--- src/rtl/crc16_pkg.sv ---
package crc16_pkg;
  localparam int CRC_W    = 16;
  localparam int DATA_W   = 8;
  localparam int PRESET_N = 4;
  localparam int SEL_W    = $clog2(PRESET_N);
  localparam logic [CRC_W-1:0] POLY = 16'h1021;

  typedef logic [CRC_W-1:0] crc_t;
  typedef enum logic [0:0] {ST_IDLE, ST_SHIFT} ctrl_state_e;

  function automatic crc_t preset_value(input logic [SEL_W-1:0] code);
    crc_t v;
    case (code)
      2'd0:    v = 16'h0000;
      2'd1:    v = 16'h6363;
      2'd2:    v = 16'hA671;
      default: v = 16'hFFFF;
    endcase
    return v;
  endfunction

  function automatic crc_t mirror(input crc_t v);
    crc_t r;
    for (int i = 0; i < CRC_W; i++) r[i] = v[CRC_W-1-i];
    return r;
  endfunction
endpackage

--- src/rtl/crc16_preset_sel.sv ---
module crc16_preset_sel
  import crc16_pkg::*;
#(
  parameter int SW = SEL_W,
  parameter int W  = CRC_W
) (
  input  logic [SW-1:0] sel_i,
  output logic [W-1:0]  preset_o
);
  localparam int N = 1 << SW;
  logic [N-1:0][W-1:0] table_w;
  logic [N-1:0]        hit_w;

  for (genvar g = 0; g < N; g++) begin : g_entry
    assign table_w[g] = W'(preset_value(SEL_W'(g)));
    assign hit_w[g]   = (sel_i == SW'(g));
  end

  always_comb begin
    preset_o = '0;
    for (int i = 0; i < N; i++)
      if (hit_w[i]) preset_o = preset_o | table_w[i];
  end
endmodule

--- src/rtl/crc16_bit_step.sv ---
module crc16_bit_step
  import crc16_pkg::*;
#(
  parameter int                W = CRC_W,
  parameter logic [CRC_W-1:0]  P = POLY
) (
  input  logic [W-1:0] crc_i,
  input  logic         bit_i,
  input  logic         msb_first_i,
  output logic [W-1:0] crc_o
);
  localparam logic [W-1:0] P_FWD = P[W-1:0];
  localparam logic [W-1:0] P_REV = W'(mirror(P));

  logic         fb_fwd, fb_rev;
  logic [W-1:0] nxt_fwd, nxt_rev;

  always_comb begin
    fb_fwd  = crc_i[W-1] ^ bit_i;
    nxt_fwd = {crc_i[W-2:0], 1'b0} ^ (fb_fwd ? P_FWD : '0);
    fb_rev  = crc_i[0] ^ bit_i;
    nxt_rev = {1'b0, crc_i[W-1:1]} ^ (fb_rev ? P_REV : '0);
    crc_o   = msb_first_i ? nxt_fwd : nxt_rev;
  end
endmodule

--- src/rtl/crc16_ctrl.sv ---
module crc16_ctrl
  import crc16_pkg::*;
#(
  parameter int DW = DATA_W
) (
  input  logic          clk,
  input  logic          rst_n,
  input  logic          start_i,
  input  logic          valid_i,
  input  logic [DW-1:0] data_i,
  input  logic          msb_first_i,
  output logic          busy_o,
  output logic          done_o,
  output logic          bit_o,
  output logic          order_o,
  output logic          step_o,
  output logic          load_o
);
  localparam int            CNT_W = (DW > 1) ? $clog2(DW) : 1;
  localparam logic [CNT_W-1:0] LAST = CNT_W'(DW - 1);

  ctrl_state_e      state_q, state_d;
  logic [CNT_W-1:0] cnt_q, cnt_d;
  logic [DW-1:0]    sh_q, sh_d;
  logic             ord_q, ord_d;
  logic             done_q, done_d;
  logic             accept, en;

  always_comb begin
    state_d = state_q;
    cnt_d   = cnt_q;
    sh_d    = sh_q;
    ord_d   = ord_q;
    done_d  = done_q;
    accept  = 1'b0;
    if (start_i) begin
      state_d = ST_IDLE;
      cnt_d   = '0;
      done_d  = 1'b0;
    end else begin
      case (state_q)
        ST_IDLE: if (valid_i) begin
          accept  = 1'b1;
          sh_d    = data_i;
          ord_d   = msb_first_i;
          cnt_d   = '0;
          done_d  = 1'b0;
          state_d = ST_SHIFT;
        end
        default: begin
          sh_d = ord_q ? {sh_q[DW-2:0], 1'b0} : {1'b0, sh_q[DW-1:1]};
          if (cnt_q == LAST) begin
            state_d = ST_IDLE;
            cnt_d   = '0;
            done_d  = 1'b1;
          end else begin
            cnt_d = cnt_q + CNT_W'(1);
          end
        end
      endcase
    end
  end

  assign en = start_i | accept | (state_q == ST_SHIFT);

  always_ff @(posedge clk or negedge rst_n) begin
    if (!rst_n) begin
      state_q <= ST_IDLE;
      cnt_q   <= '0;
      sh_q    <= '0;
      ord_q   <= 1'b0;
      done_q  <= 1'b0;
    end else if (en) begin
      state_q <= state_d;
      cnt_q   <= cnt_d;
      sh_q    <= sh_d;
      ord_q   <= ord_d;
      done_q  <= done_d;
    end
  end

  assign busy_o  = (state_q == ST_SHIFT);
  assign done_o  = done_q;
  assign bit_o   = ord_q ? sh_q[DW-1] : sh_q[0];
  assign order_o = ord_q;
  assign step_o  = busy_o & ~start_i;
  assign load_o  = start_i;

  assert_start_wins_R2: assert property (@(posedge clk) disable iff (!rst_n)
    start_i |=> (!busy_o && !done_o));
  assert_accept_idle_R6: assert property (@(posedge clk) disable iff (!rst_n)
    (!start_i && valid_i && !busy_o) |=> busy_o);
  assert_ignore_busy_R7: assert property (@(posedge clk) disable iff (!rst_n)
    (busy_o && !start_i && valid_i && cnt_q != LAST) |=> (busy_o && cnt_q == $past(cnt_q) + CNT_W'(1)));
  assert_done_last_R8: assert property (@(posedge clk) disable iff (!rst_n)
    (busy_o && !start_i && cnt_q == LAST) |=> (done_o && !busy_o));
endmodule

--- src/rtl/crc16_engine.sv ---
module crc16_engine
  import crc16_pkg::*;
#(
  parameter int DW = DATA_W,
  parameter int W  = CRC_W,
  parameter int SW = SEL_W
) (
  input  logic          clk,
  input  logic          rst_n,
  input  logic          start_i,
  input  logic          byte_valid_i,
  input  logic [DW-1:0] byte_i,
  input  logic [SW-1:0] preset_sel_i,
  input  logic          msb_first_i,
  output logic [W/2-1:0] crc_hi_o,
  output logic [W/2-1:0] crc_lo_o,
  output logic          busy_o,
  output logic          done_o
);
  localparam int HALF = W / 2;

  logic [W-1:0] crc_q, crc_d, preset_w, stepped_w;
  logic         bit_w, order_w, step_w, load_w, crc_en;

  crc16_ctrl #(.DW(DW)) ctrl_i (
    .clk(clk), .rst_n(rst_n), .start_i(start_i), .valid_i(byte_valid_i),
    .data_i(byte_i), .msb_first_i(msb_first_i), .busy_o(busy_o),
    .done_o(done_o), .bit_o(bit_w), .order_o(order_w), .step_o(step_w),
    .load_o(load_w)
  );

  crc16_preset_sel #(.SW(SW), .W(W)) preset_i (
    .sel_i(preset_sel_i), .preset_o(preset_w)
  );

  crc16_bit_step #(.W(W)) step_i (
    .crc_i(crc_q), .bit_i(bit_w), .msb_first_i(order_w), .crc_o(stepped_w)
  );

  always_comb begin
    crc_en = load_w | step_w;
    crc_d  = load_w ? preset_w : stepped_w;
  end

  always_ff @(posedge clk or negedge rst_n) begin
    if (!rst_n)      crc_q <= '0;
    else if (crc_en) crc_q <= crc_d;
  end

  assign crc_hi_o = crc_q[W-1:HALF];
  assign crc_lo_o = crc_q[HALF-1:0];

  assert_preset_a_R1: assert property (@(posedge clk) disable iff (!rst_n)
    (start_i && preset_sel_i == SW'(1)) |=> ({crc_hi_o, crc_lo_o} == 16'h6363));
  assert_preset_b_R1: assert property (@(posedge clk) disable iff (!rst_n)
    (start_i && preset_sel_i == SW'(2)) |=> ({crc_hi_o, crc_lo_o} == 16'hA671));
  assert_hold_idle_R9: assert property (@(posedge clk) disable iff (!rst_n)
    (!busy_o && !start_i) |=> $stable(crc_q));
  assert_busy_done_excl_R8: assert property (@(posedge clk) disable iff (!rst_n)
    busy_o |-> !done_o);
  assert_reset_state_R10: assert property (@(posedge clk) disable iff (!rst_n)
    $rose(rst_n) |-> (crc_q == '0 && !busy_o && !done_o));
endmodule

--- config.mk ---
export PLATFORM = sky130hd
export DESIGN_NAME = crc16_engine
export DESIGN_NICKNAME = d
export VERILOG_FILES = /design/src/rtl/crc16_pkg.sv /design/src/rtl/crc16_preset_sel.sv /design/src/rtl/crc16_bit_step.sv /design/src/rtl/crc16_ctrl.sv /design/src/rtl/crc16_engine.sv
export SDC_FILE = /design/constraint.sdc
export NUM_CORES = 1
export LEC_CHECK = 0
export ABC_CLOCK_PERIOD_IN_PS = 1900
export CORE_UTILIZATION = 38
export DETAILED_ROUTE_END_ITERATION = 10
export DONT_BUFFER_PORTS = 1
export GPL_ROUTABILITY_DRIVEN = 0
export SYNTH_ARGS = -nofsm -noshare
export SYNTH_HDL_FRONTEND = slang
export SYNTH_HIERARCHICAL = 1
export SYNTH_SLANG_ARGS = --single-unit
--- constraint.sdc ---
create_clock -name clk -period 1.9 [get_ports clk]
set_input_delay 0.095 -clock clk [delete_from_list [all_inputs] [get_ports clk]]
set_output_delay 0.095 -clock clk [all_outputs]
set_load 0.05 [all_outputs]
==> results.toml, run 1 <==
[die]
rows = 25
die_x_um = 72.98
die_y_um = 72.98
initial_utilization_pct = 40.00
core-area_mm2 = 0.004786
ios = 33
fp.dieArea_mm2 = 0.005325

[critical_path]
path_class = "register to register"
worstPathCellList = "mux2_2 > xor3_1 > mux2_4 > mux2i_1 > o21ai_1"
cp.arrival_ps = 1950
end_kind = "register"
critPathMaxStageDelay_ps = 430
cp_slowest_cell = "mux2_2"
crit_start = "ctrl_i/order_o"
startpoint_type = "register"
worst-path-max-fanout = 6
r2r_start = "ctrl_i/order_o"
crit_required_ps = 2060

[placement]
place_area_mm2 = 0.001856
io_buffers = 0
dp_hpwl_mm = 2.635
place_ws_ps = 131.4
place_inst = 226

[clock_network]
clock_latency_ps = 280
post_cts_buffers = 0
clock_path_buffers = 2
cts_hold_buf = 6
cts_buffers = 5
cts.sinks = 30
cts_max_level = 2
cts_tree = "done"
clkSlewWorstSetupHoldPaths_ps = 70
clock-root-buffer = "clkbuf_8"
cts_resized = 0

[drt]
drc = 0
wl_per_cell_um = 16.43
detail-route-antenna-nets = 0
route.vias.total = 1250
via_per_inst = 5.208
routed_wl_mm = 3.942
dr.pass1.iters = 4
drt_iter0_drc = 66

[cells_and_area]
layout.nets = 189
drive_gt1_share_pct = 21.39
design_area_mm2 = 0.002044
fillCellCount = 447
layout_commonest_cell = "dfrtp_1"
final_cell_count_no_fill = 240
synthToLayoutAreaGrowth_pct = 6.797
layout_common_cells = "30 x dfrtp_1, 22 x mux2i_1, 20 x nand2_1"
antenna_cells = 0

[power]
switching_share_pct = 33.40
switching_power_w = 0.0007172
peakVddDrop_mv = 0.5305
p_int_w = 0.001430
combPwrFrac_pct = 28.3
power_w = 0.002147
p_per_area_mw_per_mm2 = 1050
pwr-share-clk_pct = 29.5
seqPwrFrac_pct = 42.1
p_leak_nw = 0.8818

[timing]
rsz0062_at_grt = "no"
hold_violations = 0
fmax_ghz = 0.5607
finalSetupTns_ps = 0
fin_crit_ps = 1783
skew_ps = 6.727
setup_ws_ps = 116.6
report.final.slew_viol_count = 0
min_period_over_period_pct = 93.86
tightestPinTransition_ps = 548.1
slew_headroom_pct = 63.46
setup_viol = 0

[hold_path]
hold_path.startpoint = "byte_valid_i"
worstHoldPathType = "input port to register"

[logic_synthesis]
yosysSeqAreaShare_pct = 39.22
avgSynthCellArea_um2 = 10.69
synth.cell_area_mm2 = 0.001914
yosysUniqueCellTypes = 29
syn_inst = 179
yosys_warnings = 6
ys_seq_elements = 30
syn_nets = 196

[global_route]
grt_util_all_layers_pct = 16.35
grt_pass1_wl_mm = 6.534
grt_max_degree = 46
grt_pass1_vias = 1327
overflow = 0
antenna_found_initial = 0

[flow_run]
maxCapViolCount = 0

[run_status]
status = "complete, no violations"
==> routing by layer <==
layer | track usage [%] | up-vias | wire length (µm)
met5 | 0 | - | 0
met4 | 7.190 | 0 | 71
met3 | 4.834 | 6 | 159
met2 | 27.00 | 17 | 1949
met1 | 19.77 | 624 | 1761
li1 | - | 603 | -
==> path summary, 6_finish.rpt <==
kind	to	slack, ps	cells after the start
worst max register to register	crc_q[5]	120	5
worst max-delay path	crc_q[5]	120	5
max in group asynchronous	crc_q[8]	1490	2
min in group asynchronous	ctrl_i/order_o	240	2
worst min-delay path	ctrl_i/busy_o	50	2
worst min register to register	ctrl_i/sh_q[7]	520	1
==> logic make-up after synthesis <==
group	count (synthesis)	share of synthesized area, %
fa+ha+maj	2	1.307
simple gates	36	8.628
flops	30	39.22
buf+inv	28	10.72
mux	36	19.93
compound gates	41	14.25
xor+xnor	6	5.948
==> power by group through the flow <==
stage | registers, W | clock network (W) | logic (W)
CTS | 0.000908 | 0.000643 | 0.000610
finish | 0.000905 | 0.000634 | 0.000608
floorplan | 0.000934 | 0 | 0.000496
detailed placement | 0.000919 | 0 | 0.000565
global placement | 0.000913 | 0 | 0.000545
global route | 0.000920 | 0.000670 | 0.000665
==> area by class of cell <==
class                           count  area [µm²]  area share [%]
Multi-Input combinational cell    121       960.9           47.00
Sequential cell                    30       750.7           36.72
Timing Repair Buffer               14       140.1           6.854
Tap cell                           67       83.83           4.100
Clock buffer                        5       68.82           3.366
Clock inverter                      3       40.04           1.958
==> per-stage QoR <==
stage / utilization (%) / hold slack, ps
2_1_floorplan: - / -200.6
3_3_place_gp: 38.77 / -199.8
3_5_place_dp: 38.77 / -200.0
4_1_cts: 42.72 / 37.47
5_1_grt: 42.72 / 56.67
6_report: 42.72 / 46.98
==> cells in the mapped netlist <==
cell        n  area [µm²]
xor3_1      2       47.55
o21ai_0     9       45.04
and2_2      1       7.510
buf_12      1       20.02
xnor3_4     1       26.28
buf_2       4       20.02
mux2_2     13       146.4
xnor3_1     1       22.52
ha_1        2       25.02
nand2b_1    2       12.51
a21oi_1     3       15.01
nor3b_1     1       7.510
o22a_1      8       70.07
a22oi_1     3       22.52
clkbuf_1    6       22.52
o21ai_1    10       50.05
nand2_1    20       75.07
xnor2_1     2       17.52
or2_1       1       6.260
nor2b_1     1       6.260
mux2i_1    22       220.2
mux2_4      1       15.01
nand2b_4    1       13.76
nor2_2      1       6.260
buf_6       4       45.04
dfrtp_1    30       750.7
a2bb2oi_1   8       70.07
buf_4      13       97.59
nor2_1      8       30.03
==> state kept, by name (all words and copies together), names as in the netlist <==
| register | flops |
|---|---|
| crc_q | 16 |
| ctrl_i/busy_o | 1 |
| ctrl_i/cnt_q | 3 |
| ctrl_i/done_o | 1 |
| ctrl_i/order_o | 1 |
| ctrl_i/sh_q | 8 |
==> worst max-delay path, delay by kind of cell (launching register included) <==
kind | cells | cell delay [ps]
mux | 3 | 830
xor+xnor | 1 | 400
compound gates | 1 | 70
flops | 1 | 360
Note: power is estimated with default switching activity, not from simulation.
==> run 2, diff against run 1 <==
Settings changed: CAP_MARGIN from default to 20, PLACE_DENSITY from default to 0.61.
==> run 2 against run 1 <==
- largest cell class unchanged
- worst hold slack gained 14 ps
- die area unchanged
- core utilization unchanged
- global-route usage rose by 0.48 points
- total power down 0.22%
- sequential share of layout area unchanged
==> results.toml, run 2 (synthesis results as in run 1) <==
[clock_network]
cts_tree = "done"
cts_hold_buf = 6
cts_buffers = 5
clkSlewWorstSetupHoldPaths_ps = 70
cts.sinks = 30
post_cts_buffers = 0
clock_path_buffers = 2
clock-root-buffer = "clkbuf_8"
clock_latency_ps = 280
cts_resized = 0
cts_max_level = 2

[drt]
drc = 0
routed_wl_mm = 3.943
drt_iter0_drc = 58
detail-route-antenna-nets = 0
wl_per_cell_um = 16.43
dr.pass1.iters = 4
route.vias.total = 1294
via_per_inst = 5.392

[timing]
setup_viol = 0
tightestPinTransition_ps = 578.0
report.final.slew_viol_count = 0
hold_slack_ps = 60.80
skew_ps = 6.335
fmax_ghz = 0.5522
fin_crit_ps = 1811
rsz0062_at_grt = "no"
finalSetupTns_ps = 0
hold_violations = 0
slew_headroom_pct = 61.47
min_period_over_period_pct = 95.32

[global_route]
grt_pass1_vias = 1330
antenna_found_initial = 0
grt_util_all_layers_pct = 16.82
grt_pass1_wl_mm = 6.679
overflow = 0
grt_max_degree = 46

[power]
p_leak_nw = 0.8818
peakVddDrop_mv = 0.3741
p_per_area_mw_per_mm2 = 1048

[critical_path]
path_class = "register to register"
end_kind = "register"
cp_slowest_cell = "mux2_2"
worstPathCellList = "mux2_2 > xor3_1 > mux2_2 > mux2i_1 > o21ai_1"
reg2reg_to = "crc_q[12]"
cp_common_cell = "mux2_2"
cp_top_family = "multiplexers"
worst-path-max-fanout = 6
r2r_slack_ps = 90
crit_required_ps = 2070
cp.arrival_ps = 1980
r2r_cells = 5
worst-path-stages = 5
crit_buf_inv = 0
critPathMaxStageDelay_ps = 420
r2r_start = "ctrl_i/order_o"
startpoint_type = "register"

[die]
die_x_um = 72.98
initial_utilization_pct = 40.00
ios = 33
fp.dieArea_mm2 = 0.005325
die_y_um = 72.98
core-area_mm2 = 0.004786
rows = 25

[hold_path]
worstHoldPathType = "input port to register"
hold_path.startpoint = "byte_valid_i"
hold_depth = 2
min_to = "ctrl_i/busy_o"

[cells_and_area]
fillCellCount = 463
reg_top3 = "crc_q (16), ctrl_i/sh_q (8), ctrl_i/cnt_q (3)"
layout_commonest_cell = "dfrtp_1"
antenna_cells = 0
layout_common_cells = "30 x dfrtp_1, 22 x mux2i_1, 20 x nand2_1"
regMostFlops = "crc_q"
final_cell_count_no_fill = 240
drive_gt1_share_pct = 21.39
synthToLayoutAreaGrowth_pct = 6.797
largest_register_ffs = 16
layout.nets = 189

[placement]
dp_hpwl_mm = 2.686
io_buffers = 0
place_inst = 226

[run_status]
status = "complete, no violations"

[flow_run]
maxCapViolCount = 0
-- run 2: report_power, final --
group / internal, W / switching (W) / total (W)
Sequential: 0.000717 / 0.000191 / 0.000908
Clock: 0.000385 / 0.000247 / 0.000632
Combinational: 0.000328 / 0.000274 / 0.000602
Total: 0.00143 / 0.000712 / 0.00214
-- run 2: cell type report --
cell class                 count  area (µm²)  area share [%]
clock inverter                 3       40.04           1.958
clock buffer                   5       68.82           3.366
tap                           67       83.83           4.100
timing repair buffer          14       140.1           6.854
sequential                    30       750.7           36.72
multi-input combinational    121       960.9           47.00
-- run 2: worst max path at each step --
stage | startpoint | to | slack (ps)
floorplan | ctrl_i/order_o | crc_q[5] | 4
global placement | ctrl_i/order_o | crc_q[5] | 200
detailed placement | ctrl_i/order_o | crc_q[12] | 120
CTS | ctrl_i/order_o | crc_q[12] | 100
global route | ctrl_i/order_o | crc_q[5] | 50
finish | ctrl_i/order_o | crc_q[12] | 90
-- run 2: stage by stage --
stage	utilization (%)	power, W	setup WS, ps	cell area, µm²
6_report	42.72	0.002143	88.90	2044
5_1_grt	42.72	0.002252	50.91	2044
4_1_cts	42.72	0.002166	101.6	2044
3_5_place_dp	38.77	0.001483	122.8	1856
3_3_place_gp	38.77	0.001456	202.3	1856
2_1_floorplan	-	0.001429	3.907	1917
-- run 2: worst register-to-register path, stage by stage, from the launching register on --
cell and delay, ps:
dfrtp_1 360, mux2_2 420, xor3_1 390, mux2_2 290
mux2i_1 160, o21ai_1 80
-- run 2: layer usage --
layer  wire length [µm]  vias up  share of wire (%)  global-route usage (%)
met5                  0        -                  0                       0
met2               2002       24                 51                   27.31
met4                102        0                2.6                   8.061
met3                182        9                4.6                   5.525
met1               1656      658                 42                   20.18
li1                   -      603                  -                       -
==> run 3, diff against run 2 <==
Settings changed: CORE_MARGIN from default to 2, MAX_ROUTING_LAYER from default to met4.
==> run 3 against run 2 <==
- maximum frequency is 3.1% higher
- core utilization hardly changed
- total power is 2.2% lower
- highest routed layer unchanged
- worst setup slack better by 55 ps
- routed wire length is 4.0% lower
- flip-flop and latch count stayed put
- largest cell class unchanged
==> results.toml, run 3 (synthesis results as in run 1) <==
[die]
rows = 25
core-area_mm2 = 0.004786
initial_utilization_pct = 40.00
die_x_um = 74.98
die_y_um = 74.98
fp.dieArea_mm2 = 0.005621
ios = 33

[critical_path]
startpoint_type = "register"
reg2reg_to = "crc_q[12]"
worstPathCellList = "mux2_2 > xor3_1 > mux2_2 > mux2i_1 > o21ai_1"
r2r_cells = 5
critPathMaxStageDelay_ps = 420
cp_top_family = "multiplexers"
worst-path-max-fanout = 6
r2r_slack_ps = 140
end_kind = "register"
crit_required_ps = 2060
cp_slowest_cell = "mux2_2"
r2r_start = "ctrl_i/order_o"
cp.arrival_ps = 1920
cp_common_cell = "mux2_2"
crit_buf_inv = 0
path_class = "register to register"

[clock_network]
clock_path_buffers = 2
cts_max_level = 2
cts.sinks = 30
cts_tree = "done"
post_cts_buffers = 0
clkSlewWorstSetupHoldPaths_ps = 60
clock_latency_ps = 270
cts_buffers = 5
clock-root-buffer = "clkbuf_8"

[cells_and_area]
layout_common_cells = "30 x dfrtp_1, 22 x mux2i_1, 20 x nand2_1"
synthToLayoutAreaGrowth_pct = 6.863
regMostFlops = "crc_q"
drive_gt1_share_pct = 21.39
reg_top3 = "crc_q (16), ctrl_i/sh_q (8), ctrl_i/cnt_q (3)"
antenna_cells = 0
largest_register_ffs = 16
design_area_mm2 = 0.002046
layout_commonest_cell = "dfrtp_1"
layout.nets = 189

[global_route]
grt_pass1_vias = 1262
grt_max_degree = 46
grt_pass1_wl_mm = 6.251
antenna_found_initial = 0
overflow = 0
grt_util_all_layers_pct = 15.16

[placement]
dp_hpwl_mm = 2.579
io_buffers = 0
place_area_mm2 = 0.001856

[drt]
via_per_inst = 5.200
drt_iter0_drc = 56
route.vias.total = 1248
detail-route-antenna-nets = 0
drc = 0
routed_wl_mm = 3.787
dr.pass1.iters = 4
wl_per_cell_um = 15.78

[timing]
report.final.slew_viol_count = 0
tightestPinTransition_ps = 558.1
fin_crit_ps = 1756
min_period_over_period_pct = 92.45
rsz0062_at_grt = "no"
fmax_ghz = 0.5693
finalSetupTns_ps = 0
slew_headroom_pct = 62.79
setup_viol = 0
skew_ps = 2.868
hold_violations = 0

[hold_path]
hold_path.startpoint = "byte_valid_i"
min_to = "ctrl_i/cnt_q[0]"
hold_depth = 3
worstHoldPathType = "input port to register"

[power]
p_per_area_mw_per_mm2 = 1025
p_leak_nw = 0.8814
peakVddDrop_mv = 0.5156

[run_status]
status = "complete, no violations"

[flow_run]
maxCapViolCount = 0
## run 3: cell count changes in the layout (fill, tap and decap cells not counted)
cell and change:
clkbuf_8 +3, bufinv_16 -1, clkinv_2 -2
## run 3: metal layers
metal,global-route usage (%),routed length [µm],vias to the layer above
li1,-,-,606
met1,18.05,1667,616
met2,24.27,1895,24
met3,5.355,208,2
met4,4.365,17,0
met5,-,0,-
## run 3: power by group
| part | internal (W) | switching, W | total (W) | leakage [nW] |
|---|---|---|---|---|
| logic | 0.000328 | 0.000272 | 0.000599 | 0.463 |
| registers | 0.000717 | 0.000187 | 0.000904 | 0.361 |
| clock network | 0.000365 | 0.000227 | 0.000593 | 0.0575 |
## run 3: how the worst max path moves through the flow
stage / startpoint / to / depth (start not counted)
after floorplan: ctrl_i/order_o / crc_q[5] / 7
after global placement: ctrl_i/order_o / crc_q[5] / 5
after detailed placement: ctrl_i/order_o / crc_q[12] / 5
after CTS: ctrl_i/order_o / crc_q[12] / 5
after global routing: ctrl_i/sh_q[7] / crc_q[5] / 5
final: ctrl_i/order_o / crc_q[12] / 5
## run 3: cell type report
class	count	area, µm²
well taps	67	83.83
fillers	457	2740
multi-input cells	121	960.9
clock buffers	8	110.1
flip-flops and latches	30	750.7
repair buffers	14	140.1
## run 3: stage by stage
stage / hold WS [ps] / cells / setup slack [ps] / utilization (%) / total power (W)
2_1_floorplan: -200.6 / 179 / 3.907 / - / 0.001429
3_3_place_gp: -199.8 / 226 / 201.1 / 38.77 / 0.001458
3_5_place_dp: -199.9 / 226 / 168.1 / 38.77 / 0.001478
4_1_cts: 39.00 / 240 / 136.7 / 42.75 / 0.002122
5_1_grt: 61.38 / 240 / 71.62 / 42.75 / 0.002211
6_report: 46.14 / 240 / 143.5 / 42.75 / 0.002096
## run 3: timing repair
action / in CTS / in global routing
resized for setup: 0 / 0
endpoints found under the hold margin: 60 / 0
hold buffers: 6 / 0
## run 3: worst min-delay path: cells and delay by family
kind	cells	cell delay, ps
AND/OR/NAND/NOR	2	80
AO/OA/AOI/OAI	1	110
